### config.mk
export PLATFORM = sky130hd
export DESIGN_NAME = lmseq_top
export DESIGN_NICKNAME = d
export VERILOG_FILES = /design/src/rtl/lmseq_pkg.sv /design/src/rtl/lmseq_prio.sv /design/src/rtl/lmseq_regfile.sv /design/src/rtl/lmseq_ctrl.sv /design/src/rtl/lmseq_top.sv
export SDC_FILE = /design/constraint.sdc
export NUM_CORES = 1
export LEC_CHECK = 0
export CORE_MARGIN = 2
export CORE_UTILIZATION = 32
export CTS_CLUSTER_DIAMETER = 60
export DETAILED_ROUTE_END_ITERATION = 10
export GPL_TIMING_DRIVEN = 0
export RECOVER_POWER = 25
export REMOVE_ABC_BUFFERS = 1
export SETUP_SLACK_MARGIN = 0.15
export SKIP_CTS_REPAIR_TIMING = 1
export SYNTH_ARGS = -nofsm -noshare
export SYNTH_HDL_FRONTEND = slang
export SYNTH_SLANG_ARGS = --single-unit
export TNS_END_PERCENT = 20
### constraint.sdc
create_clock -name clk -period 7.5 [get_ports clk]
set_input_delay 2.25 -clock clk [delete_from_list [all_inputs] [get_ports clk]]
set_output_delay 2.25 -clock clk [all_outputs]
set_load 0.02 [all_outputs]
### src/rtl/lmseq_pkg.sv
package lmseq_pkg;

  typedef enum logic [2:0] {
    ST_IDLE,
    ST_REQ,
    ST_WAIT,
    ST_WB,
    ST_FIN
  } seq_st_e;

  function automatic logic [7:0] count_ones(input logic [31:0] v);
    logic [7:0] n;
    n = '0;
    for (int i = 0; i < 32; i++) n = n + 8'(v[i]);
    return n;
  endfunction

endpackage

### src/rtl/lmseq_prio.sv
module lmseq_prio #(
  parameter int W = 16,
  localparam int IW = $clog2(W)
) (
  input  logic [W-1:0]  vec,
  output logic [IW-1:0] idx
);

  logic [W:0]   seen;
  logic [W-1:0] first;

  assign seen[0] = 1'b0;

  genvar g;
  generate
    for (g = 0; g < W; g++) begin : g_chain
      assign first[g]  = vec[g] & ~seen[g];
      assign seen[g+1] = seen[g] | vec[g];
    end
  endgenerate

  always_comb begin
    idx = '0;
    for (int i = 0; i < W; i++) begin
      if (first[i]) idx = idx | IW'(i);
    end
  end

endmodule

### src/rtl/lmseq_regfile.sv
module lmseq_regfile #(
  parameter int DW   = 32,
  parameter int NREG = 16,
  localparam int IW  = $clog2(NREG)
) (
  input  logic          clk,
  input  logic          rst_n,
  input  logic          we,
  input  logic [IW-1:0] widx,
  input  logic [DW-1:0] wdata,
  input  logic [IW-1:0] ra_idx,
  output logic [DW-1:0] ra_data,
  input  logic [IW-1:0] rb_idx,
  output logic [DW-1:0] rb_data
);

  logic [DW-1:0] ent_q [NREG];

  genvar g;
  generate
    for (g = 0; g < NREG; g++) begin : g_ent
      logic ld_en;
      assign ld_en = we && (widx == IW'(g));
      always_ff @(posedge clk or negedge rst_n) begin
        if (!rst_n) begin
          ent_q[g] <= '0;
        end else if (ld_en) begin
          ent_q[g] <= wdata;
        end
      end
    end
  endgenerate

  assign ra_data = ent_q[ra_idx];
  assign rb_data = ent_q[rb_idx];

endmodule

### src/rtl/lmseq_ctrl.sv
module lmseq_ctrl
  import lmseq_pkg::*;
#(
  parameter int DW   = 32,
  parameter int NREG = 16,
  localparam int IW  = $clog2(NREG),
  localparam int STEP = DW / 8,
  localparam int PCI = NREG - 1
) (
  input  logic            clk,
  input  logic            rst_n,
  input  logic            start,
  input  logic [IW-1:0]   base_idx,
  input  logic [NREG-1:0] reg_mask,
  input  logic            wback,
  input  logic [DW-1:0]   base_val,
  input  logic            mem_rvalid,
  input  logic [DW-1:0]   mem_rdata,
  output logic            mem_req,
  output logic [DW-1:0]   mem_addr,
  output logic            rf_we,
  output logic [IW-1:0]   rf_widx,
  output logic [DW-1:0]   rf_wdata,
  output logic            br_valid,
  output logic [DW-1:0]   br_target,
  output logic            busy,
  output logic            done,
  output logic            empty_err,
  output logic            base_conflict
);

  seq_st_e         st_q, st_d;
  logic [IW-1:0]   base_q;
  logic [NREG-1:0] mask_q, rem_q, rem_nxt;
  logic [DW-1:0]   addr_q, orig_q, brt_q;
  logic            wb_q, conf_q, empt_q, brv_q;
  logic            ld_cmd, adv, ld_br;
  logic [IW-1:0]   cur_idx;

  lmseq_prio #(.W(NREG)) i_prio (
    .vec (rem_q),
    .idx (cur_idx)
  );

  assign rem_nxt = rem_q & (rem_q - NREG'(1));

  // next-state and strobes
  always_comb begin
    st_d     = st_q;
    ld_cmd   = 1'b0;
    adv      = 1'b0;
    ld_br    = 1'b0;
    rf_we    = 1'b0;
    rf_widx  = cur_idx;
    rf_wdata = mem_rdata;
    unique case (st_q)
      ST_IDLE: begin
        if (start) begin
          ld_cmd = 1'b1;
          st_d   = (reg_mask == '0) ? ST_FIN : ST_REQ;
        end
      end
      ST_REQ: st_d = ST_WAIT;
      ST_WAIT: begin
        if (mem_rvalid) begin
          adv = 1'b1;
          if (cur_idx == IW'(PCI)) ld_br = 1'b1;
          else                     rf_we = 1'b1;
          st_d = (rem_nxt != '0) ? ST_REQ : ST_WB;
        end
      end
      ST_WB: begin
        if (wb_q && !conf_q) begin
          rf_we    = 1'b1;
          rf_widx  = base_q;
          rf_wdata = addr_q;
        end
        st_d = ST_FIN;
      end
      ST_FIN: st_d = ST_IDLE;
      default: st_d = ST_IDLE;
    endcase
  end

  // control registers
  always_ff @(posedge clk or negedge rst_n) begin
    if (!rst_n) begin
      st_q   <= ST_IDLE;
      brv_q  <= 1'b0;
      wb_q   <= 1'b0;
      conf_q <= 1'b0;
      empt_q <= 1'b0;
      rem_q  <= '0;
    end else begin
      st_q  <= st_d;
      brv_q <= ld_br;
      if (ld_cmd) begin
        wb_q   <= wback;
        conf_q <= wback & reg_mask[base_idx];
        empt_q <= (reg_mask == '0);
      end
      if (ld_cmd)   rem_q <= reg_mask;
      else if (adv) rem_q <= rem_nxt;
    end
  end

  // datapath registers, no reset
  always_ff @(posedge clk) begin
    if (ld_cmd) begin
      base_q <= base_idx;
      mask_q <= reg_mask;
      orig_q <= base_val;
    end
    if (ld_cmd)   addr_q <= base_val;
    else if (adv) addr_q <= addr_q + DW'(STEP);
    if (ld_br) brt_q <= mem_rdata;
  end

  assign mem_req       = (st_q == ST_REQ);
  assign mem_addr      = addr_q;
  assign busy          = (st_q == ST_REQ) || (st_q == ST_WAIT) || (st_q == ST_WB);
  assign done          = (st_q == ST_FIN);
  assign empty_err     = done & empt_q;
  assign base_conflict = done & conf_q;
  assign br_valid      = brv_q;
  assign br_target     = brt_q;

  a_r9_req_pulse: assert property (@(posedge clk) disable iff (!rst_n)
    mem_req |=> !mem_req);

  a_r9_no_req_while_waiting: assert property (@(posedge clk) disable iff (!rst_n)
    (st_q == ST_WAIT && !mem_rvalid) |=> !mem_req);

  a_r2_addr_step: assert property (@(posedge clk) disable iff (!rst_n)
    (st_q == ST_WAIT && mem_rvalid) |=> (mem_addr == $past(mem_addr) + DW'(STEP)));

  a_r3_ascending: assert property (@(posedge clk) disable iff (!rst_n)
    (st_q == ST_WAIT && mem_rvalid) |=> ((rem_q == '0) || (cur_idx > $past(cur_idx))));

  a_r4_br_pulse: assert property (@(posedge clk) disable iff (!rst_n)
    br_valid |=> !br_valid);

  a_r5_wb_value: assert property (@(posedge clk) disable iff (!rst_n)
    (st_q == ST_WB && wb_q && !conf_q) |->
      (addr_q == orig_q + DW'(count_ones(32'(mask_q))) * DW'(STEP)));

  a_r8_empty_no_req: assert property (@(posedge clk) disable iff (!rst_n)
    (st_q == ST_IDLE && start && reg_mask == '0) |=> (!mem_req && done));

  a_r10_done_pulse: assert property (@(posedge clk) disable iff (!rst_n)
    done |=> !done);

  a_r10_done_not_busy: assert property (@(posedge clk) disable iff (!rst_n)
    done |-> !busy);

endmodule

### src/rtl/lmseq_top.sv
module lmseq_top #(
  parameter int DW   = 32,
  parameter int NREG = 16,
  localparam int IW  = $clog2(NREG)
) (
  input  logic            clk,
  input  logic            rst_n,
  input  logic            start,
  input  logic [IW-1:0]   base_idx,
  input  logic [NREG-1:0] reg_mask,
  input  logic            wback,
  output logic            busy,
  output logic            done,
  output logic            empty_err,
  output logic            base_conflict,
  output logic            mem_req,
  output logic [DW-1:0]   mem_addr,
  input  logic            mem_rvalid,
  input  logic [DW-1:0]   mem_rdata,
  output logic            br_valid,
  output logic [DW-1:0]   br_target,
  input  logic            host_we,
  input  logic [IW-1:0]   host_widx,
  input  logic [DW-1:0]   host_wdata,
  input  logic [IW-1:0]   host_ridx,
  output logic [DW-1:0]   host_rdata
);

  logic          seq_we, host_ok, wr_en;
  logic [IW-1:0] seq_widx, wr_idx;
  logic [DW-1:0] seq_wdata, wr_data, base_val;

  lmseq_ctrl #(.DW(DW), .NREG(NREG)) i_ctrl (
    .clk           (clk),
    .rst_n         (rst_n),
    .start         (start),
    .base_idx      (base_idx),
    .reg_mask      (reg_mask),
    .wback         (wback),
    .base_val      (base_val),
    .mem_rvalid    (mem_rvalid),
    .mem_rdata     (mem_rdata),
    .mem_req       (mem_req),
    .mem_addr      (mem_addr),
    .rf_we         (seq_we),
    .rf_widx       (seq_widx),
    .rf_wdata      (seq_wdata),
    .br_valid      (br_valid),
    .br_target     (br_target),
    .busy          (busy),
    .done          (done),
    .empty_err     (empty_err),
    .base_conflict (base_conflict)
  );

  // host writes only land while the sequencer is idle
  assign host_ok = host_we & ~busy;
  assign wr_en   = seq_we | host_ok;
  assign wr_idx  = seq_we ? seq_widx  : host_widx;
  assign wr_data = seq_we ? seq_wdata : host_wdata;

  lmseq_regfile #(.DW(DW), .NREG(NREG)) i_rf (
    .clk     (clk),
    .rst_n   (rst_n),
    .we      (wr_en),
    .widx    (wr_idx),
    .wdata   (wr_data),
    .ra_idx  (base_idx),
    .ra_data (base_val),
    .rb_idx  (host_ridx),
    .rb_data (host_rdata)
  );

  a_r11_seq_only_when_busy: assert property (@(posedge clk) disable iff (!rst_n)
    seq_we |-> busy);

  a_r8_err_with_done: assert property (@(posedge clk) disable iff (!rst_n)
    empty_err |-> done);

  a_r7_conflict_with_done: assert property (@(posedge clk) disable iff (!rst_n)
    base_conflict |-> (done && !empty_err));

endmodule

# Word level (Yosys, flattened, before mapping)
# Cells that the tools add are included.
# totals
regBits	603
latch_bits	0
mem_bits_rw	0
mem_bits_ro	0
input_bits	98
out_inout_bits	102
wordCells	180
n_memories	0
# classes
add_sub_neg	2
n_mul	0
div	0
n_lt_le_gt_ge	3
eq_ne	22
n_shift	0
muxes	49
n_bitwise	53
n_reduce_logical	26
# op_table
cell	count
32-bit 2-to-1 mux	9
32-bit binary-select mux with 4-bit select	2
4-bit 2-to-1 mux	11
4-bit == test (second input constant)	9
32-bit by 3-bit adder with 32-bit output (second input constant)	1
16-bit 2-to-1 mux	2
3-bit 2-to-1 mux	7
1-bit AND	19
1-bit logical AND	17
16-bit AND	1
4-bit by 3-bit == test with 1-bit output (second input constant)	4
16-bit logical NOT	1
1-bit inverter	16
16-bit nonzero test	1
16-bit by 1-bit subtractor with 16-bit output (second input constant)	1
1-bit OR	15
1-bit 2-to-1 mux	12
3-bit case mux with 4 select lines	1
5-bit greater-or-equal comparator (second input constant)	2
4-bit inverter with 5-bit output	2
4-bit by 2-bit == test with 1-bit output (second input constant)	2
3-bit by 2-bit == test with 1-bit output (second input constant)	2
2-bit 2-to-1 mux	3
4-bit by 5-bit less-than comparator with 1-bit output (second input constant)	1
12 further kinds	14

# Longest topological paths before layout
# depth
ltp_word	24
mapped_depth	10
ltp_nobuf	8

# Cells and area by module
# From an unflattened synthesis, not the netlist that was laid out.
# unflattened
cells_unflattened	2155
area_unflattened_um2	31955.6
# modules_own_cells
module	n_inst	cells_each	area_per_inst_um2	seq_area_each_um2
lmseq_regfile	1	1676	26454.1	12812.3
lmseq_ctrl	1	406	4685.7	2617.5
lmseq_top	1	42	596.8	0.0
lmseq_prio	1	31	219.0	0.0

# Worst setup path before layout
# Ideal clock, no wire load.
# synth_path
path_type	in2out
start	input port host_ridx[0]
end	output port host_rdata[11]
t_arrival_ns	4.391
required_time_ns	5.250
slack_ns	0.859
path_stages	4
n_path_buf	2
cell_sequence	clkbuf_1 > buf_1 > mux4_2 > mux4_2
# synth_between
elab_chain_cells	4
# synth_rtl
element	line	source
start, declared	lmseq_top.sv:25	input logic [IW-1:0] host_ridx,
4-bit inverter with 5-bit output (implied by the code)	lmseq_regfile.sv:35	assign rb_data = ent_q[rb_idx];
32-bit binary-select mux with 4-bit select	lmseq_regfile.sv:35	
32-bit 2-to-1 mux (implied by the code) (2 in series)	lmseq_regfile.sv:35	
end, declared	lmseq_top.sv:26	output logic [DW-1:0] host_rdata
# Every way passes these cells. The select of a mux whose other input is x is not followed.

# Worst setup path in the final report
# layout_path
start	input port host_ridx[0]
end	output port host_rdata[8]
# Same word-level chain as after synthesis.

==> results.yml <==
sta:
  post-route-min-period_ns: 7.09
  worst_pin_slew_ns: 3.80
  timing.final.crit_share_pct: 94.5
  max_freq_mhz: 141
  slew_headroom_pct: -153
  worst_clock_skew_ns: 0.0309
  finalHoldViolations: 0
  finalSetupViolCount: 0
  final_max_slew_viol_count: 519
  rsz0062_at_grt: "no"
global_routing:
  track_usage_pct: 23.7
  globalRouteOverflowTotal: 0
  grt_pass1_vias: 24200
  grt_pass1_wl_mm: 172
  grt_start_max_net_pins: 127
  antenna_found_initial: 0
hold_path:
  whs_endpoint: "i_ctrl.empt_q$_DFFE_PN0P_"
  worstHoldStart: "i_ctrl.empt_q$_DFFE_PN0P_"
  hold-path-cell-count: 2
  holdCritPathClass: "reg -> reg"
clock_network:
  insertion_delay_ns: 0.63
  path_clk_slew_ns: 0.06
  cts_tree: "yes"
  htree_levels: 3
  cts-buffers-inserted: 79
  cts_sinks: 603
  root_buffer: "clkbuf_16"
  clockBufferDepth: 3
cells_and_area:
  drive_gt1_share_pct: 24.7
  instances_no_fill: 3544
  post-route-util_pct: 39.1
  area_growth_pct: 21.0
  final_nets: 2311
drt:
  drcViolationCount: 0
  final_antenna_net_count: 0
  drt_first_pass_iters: 6
  initialDrtViolationCount: 2912
  drt-total-wl_mm: 118
  viasPerCell: 6.51
  wl_per_cell_um: 33.2
  vias: 23100
setup_path:
  crit_top_cell: "mux4_2"
  cp.required_ns: 5.25
  reg2regPathDepth: 8
  cp_top_family: "buffers and inverters"
  slowest_delay_ns: 0.57
  path_class: "in -> out"
  crit_chain: "buf_12 -> clkbuf_16 -> mux4_2 -> mux4_2 -> clkdlybuf4s50_1"
  cp-start-kind: "input pin"
  slowest_stage: "clkdlybuf4s50_1"
  crit_fanout: 64
  path_buf_inv: 3
  r2r_start: "i_ctrl.st_q[2]$_DFFE_PN0P_"
  ff2ff_setup_slack_ns: 2.49
  cp.depth: 5
  cp.arrival_ns: 4.84
  cp-end-kind: "primary output"
  r2r-end: "i_rf.ent_q[448]$_DFFE_PN0P_"
logic_synthesis:
  synth_flop_cell: "dfrtp_1"
  syn_inst: 2111
  async_flop_share_pct: 88.7
  synth_compound_area_share_pct: 17.1
  synth_cell_types: 53
  ys_seq_area_share_pct: 50.1
  synth_fa_ha_area_share_pct: 0.138
  ys_ff_latch: 603
  synth_warnings: 0
  synthSimpleGateAreaFrac_pct: 3.83
  avgSynthCellArea_um2: 14.6
  synth_edf_count: 68
  syn-cell-area_um2: 30800
  synth_mux_area_share_pct: 24.8
  synth_xor_area_share_pct: 0.795
  synth_top_family_by_area: "multiplexers"
placement:
  io_buffer_count: 199
  place_hpwl_mm: 70.4
  placedCellCount: 3392
  place_congestion: 0.816
floorplanning:
  fp.dieH_um: 314
  start_util_pct: 32.4
  row_count: 113
  coreArea_um2: 95300
  die_w_um: 314
  die_area_um2: 98800
  pin_count: 200
status:
  status: "finished, violations left"
  failed_checks: "max-capacitance violations, max-slew violations"
job:
  drv_cap: 8
power_and_ir_drop:
  vdd_drop_max_mv: 0.179
  powerDensity_nw_per_um2: 414
  p_leak_nw: 14.3
## worst register-to-register path: stages (launching register included)
cell	delay, ns
dfrtp_1	0.50
nand2b_1	0.24
nor3_1	0.64
a21oi_2	0.29
nand2_2	1.02
nor3b_1	0.76
nand2_2	0.78
buf_16	0.44
o2bb2ai_1	0.18
## cell families (layout without fill, tap and decap cells)
family / count (synthesis) / after routing
flip-flops: 603 / 603
other: 0 / 1
AND/OR/NAND/NOR: 255 / 255
AO/OA/AOI/OAI: 625 / 625
multiplexers: 357 / 357
buffers and inverters: 239 / 406
XOR/XNOR: 28 / 28
adder cells (fa/ha/maj): 4 / 4
## report_power, final
part           internal, mW  total [mW]  switching (mW)
Clock                  2.35        3.93            1.57
Sequential             4.75        6.04            1.28
Combinational          2.86        5.48            2.62
## stage by stage
stage	instance area (um^2)	setup TNS (ns)	hold slack, ns	worst slack (ns)	total power, mW
after floorplan	29800	0	0.442	2.00	9.13
after detailed placement	34600	0	0.480	0.00115	11.4
after global routing	37300	0	0.520	0.160	16.1
final	37300	0	0.485	0.415	15.4
after CTS	37300	-0.00949	0.494	-0.00945	15.4
after global placement	33400	-	0.465	-18.43	11.2
## area by class of cell
class                           count  area [um^2]
Tap cell                         1265         1580
Timing Repair Buffer              251         3040
Multi-Input combinational cell   1269        14500
Inverter                            8         31.3
Clock buffer                      108         2300
Sequential cell                   603        15400
Antenna cell                        1         2.50
Fill cell                        8806        58000
Clock inverter                     39          414
## how the worst max path moves through the flow
stage | startpoint | endpoint | slack [ns]
after floorplan | host_ridx[0] | host_rdata[0] | 2.00
after global placement | rst_n | i_rf.ent_q[39]$_DFFE_PN0P_ | -18.43
after detailed placement | host_ridx[0] | host_rdata[27] | 0.001
after CTS | host_ridx[0] | host_rdata[27] | -0.009
after global routing | rst_n | i_rf.ent_q[71]$_DFFE_PN0P_ | 0.16
final | host_ridx[0] | host_rdata[8] | 0.41
## sequential cells by signal, indices dropped and copies added (netlist names)
name and flops:
i_ctrl.base_q 4, i_ctrl.br_target 32, i_ctrl.br_valid 1, i_ctrl.conf_q 1, i_ctrl.empt_q 1, i_ctrl.mem_addr 32, i_ctrl.rem_q 16, i_ctrl.st_q 3
i_ctrl.wb_q 1, i_rf.ent_q 512
## cells in the mapped netlist (all sizes together) (2+ instances only)
cell,number,area [um^2]
dfrtp,535,13400
o2bb2ai,512,4480
mux4,325,7320
nand2,142,536
buf,128,597
clkbuf,103,387
edfxtp,68,2040
o21ai,44,220
o211ai,33,248
mux2i,32,320
nor2,28,105
xnor2,17,149
nand3,16,80.1
nor4,12,75.1
xor2,11,96.3
nand4,10,62.6
and3,9,56.3
and2,7,43.8
inv,7,26.3
o31ai,7,93.8
a21oi,6,33.8
nor2b,6,37.5
or3,6,42.5
nor3,5,25.0
a22o,4,35.0
a211o,3,26.3
a211oi,3,22.5
maj3,3,30.0
nand3b,3,22.5
o311ai,3,26.3
and3b,2,17.5
and4,2,17.5
nor3b,2,20.0
o32a,2,20.0
o32ai,2,17.5
or2,2,12.5
## routing by layer
layer / part of all wire (%) / vias to the layer above / global-route usage (%)
met5: 0 / - / 0
li1: - / 8876 / -
met2: 45 / 1648 / 35.6
met4: 3.7 / 0 / 8.85
met3: 13 / 311 / 7.69
met1: 39 / 12200 / 32.2
## placed cells by master (no fill, tap or decap), types with 6 or more instances in the layout
master           synthesis  layout
inv_1                    7       7
nor2b_1                  6       6
nor4_1                  12      12
clkbuf_1               103      17
nand2_1                141     107
clkinv_2                 0      14
buf_16                   0      13
o21ai_0                 44      44
mux2i_1                 32      32
nand3_1                 16      16
buf_12                   0      32
xnor2_1                 17      17
inv_6                    0       6
edfxtp_1                68      68
o211ai_1                33      33
clkbuf_8                 0       9
and2_1                   7       7
o2bb2ai_1              512     512
dlygate4sd3_1            0      32
dfrtp_1                535     535
nand2_2                  1      34
nor2_1                  28      28
xor2_1                  11      11
and3_1                   9       8
nand4_1                 10      10
mux4_2                 325     325
clkbuf_16                0      86
clkdlybuf4s50_1          0     158
(Power assumes the default switching activity.)
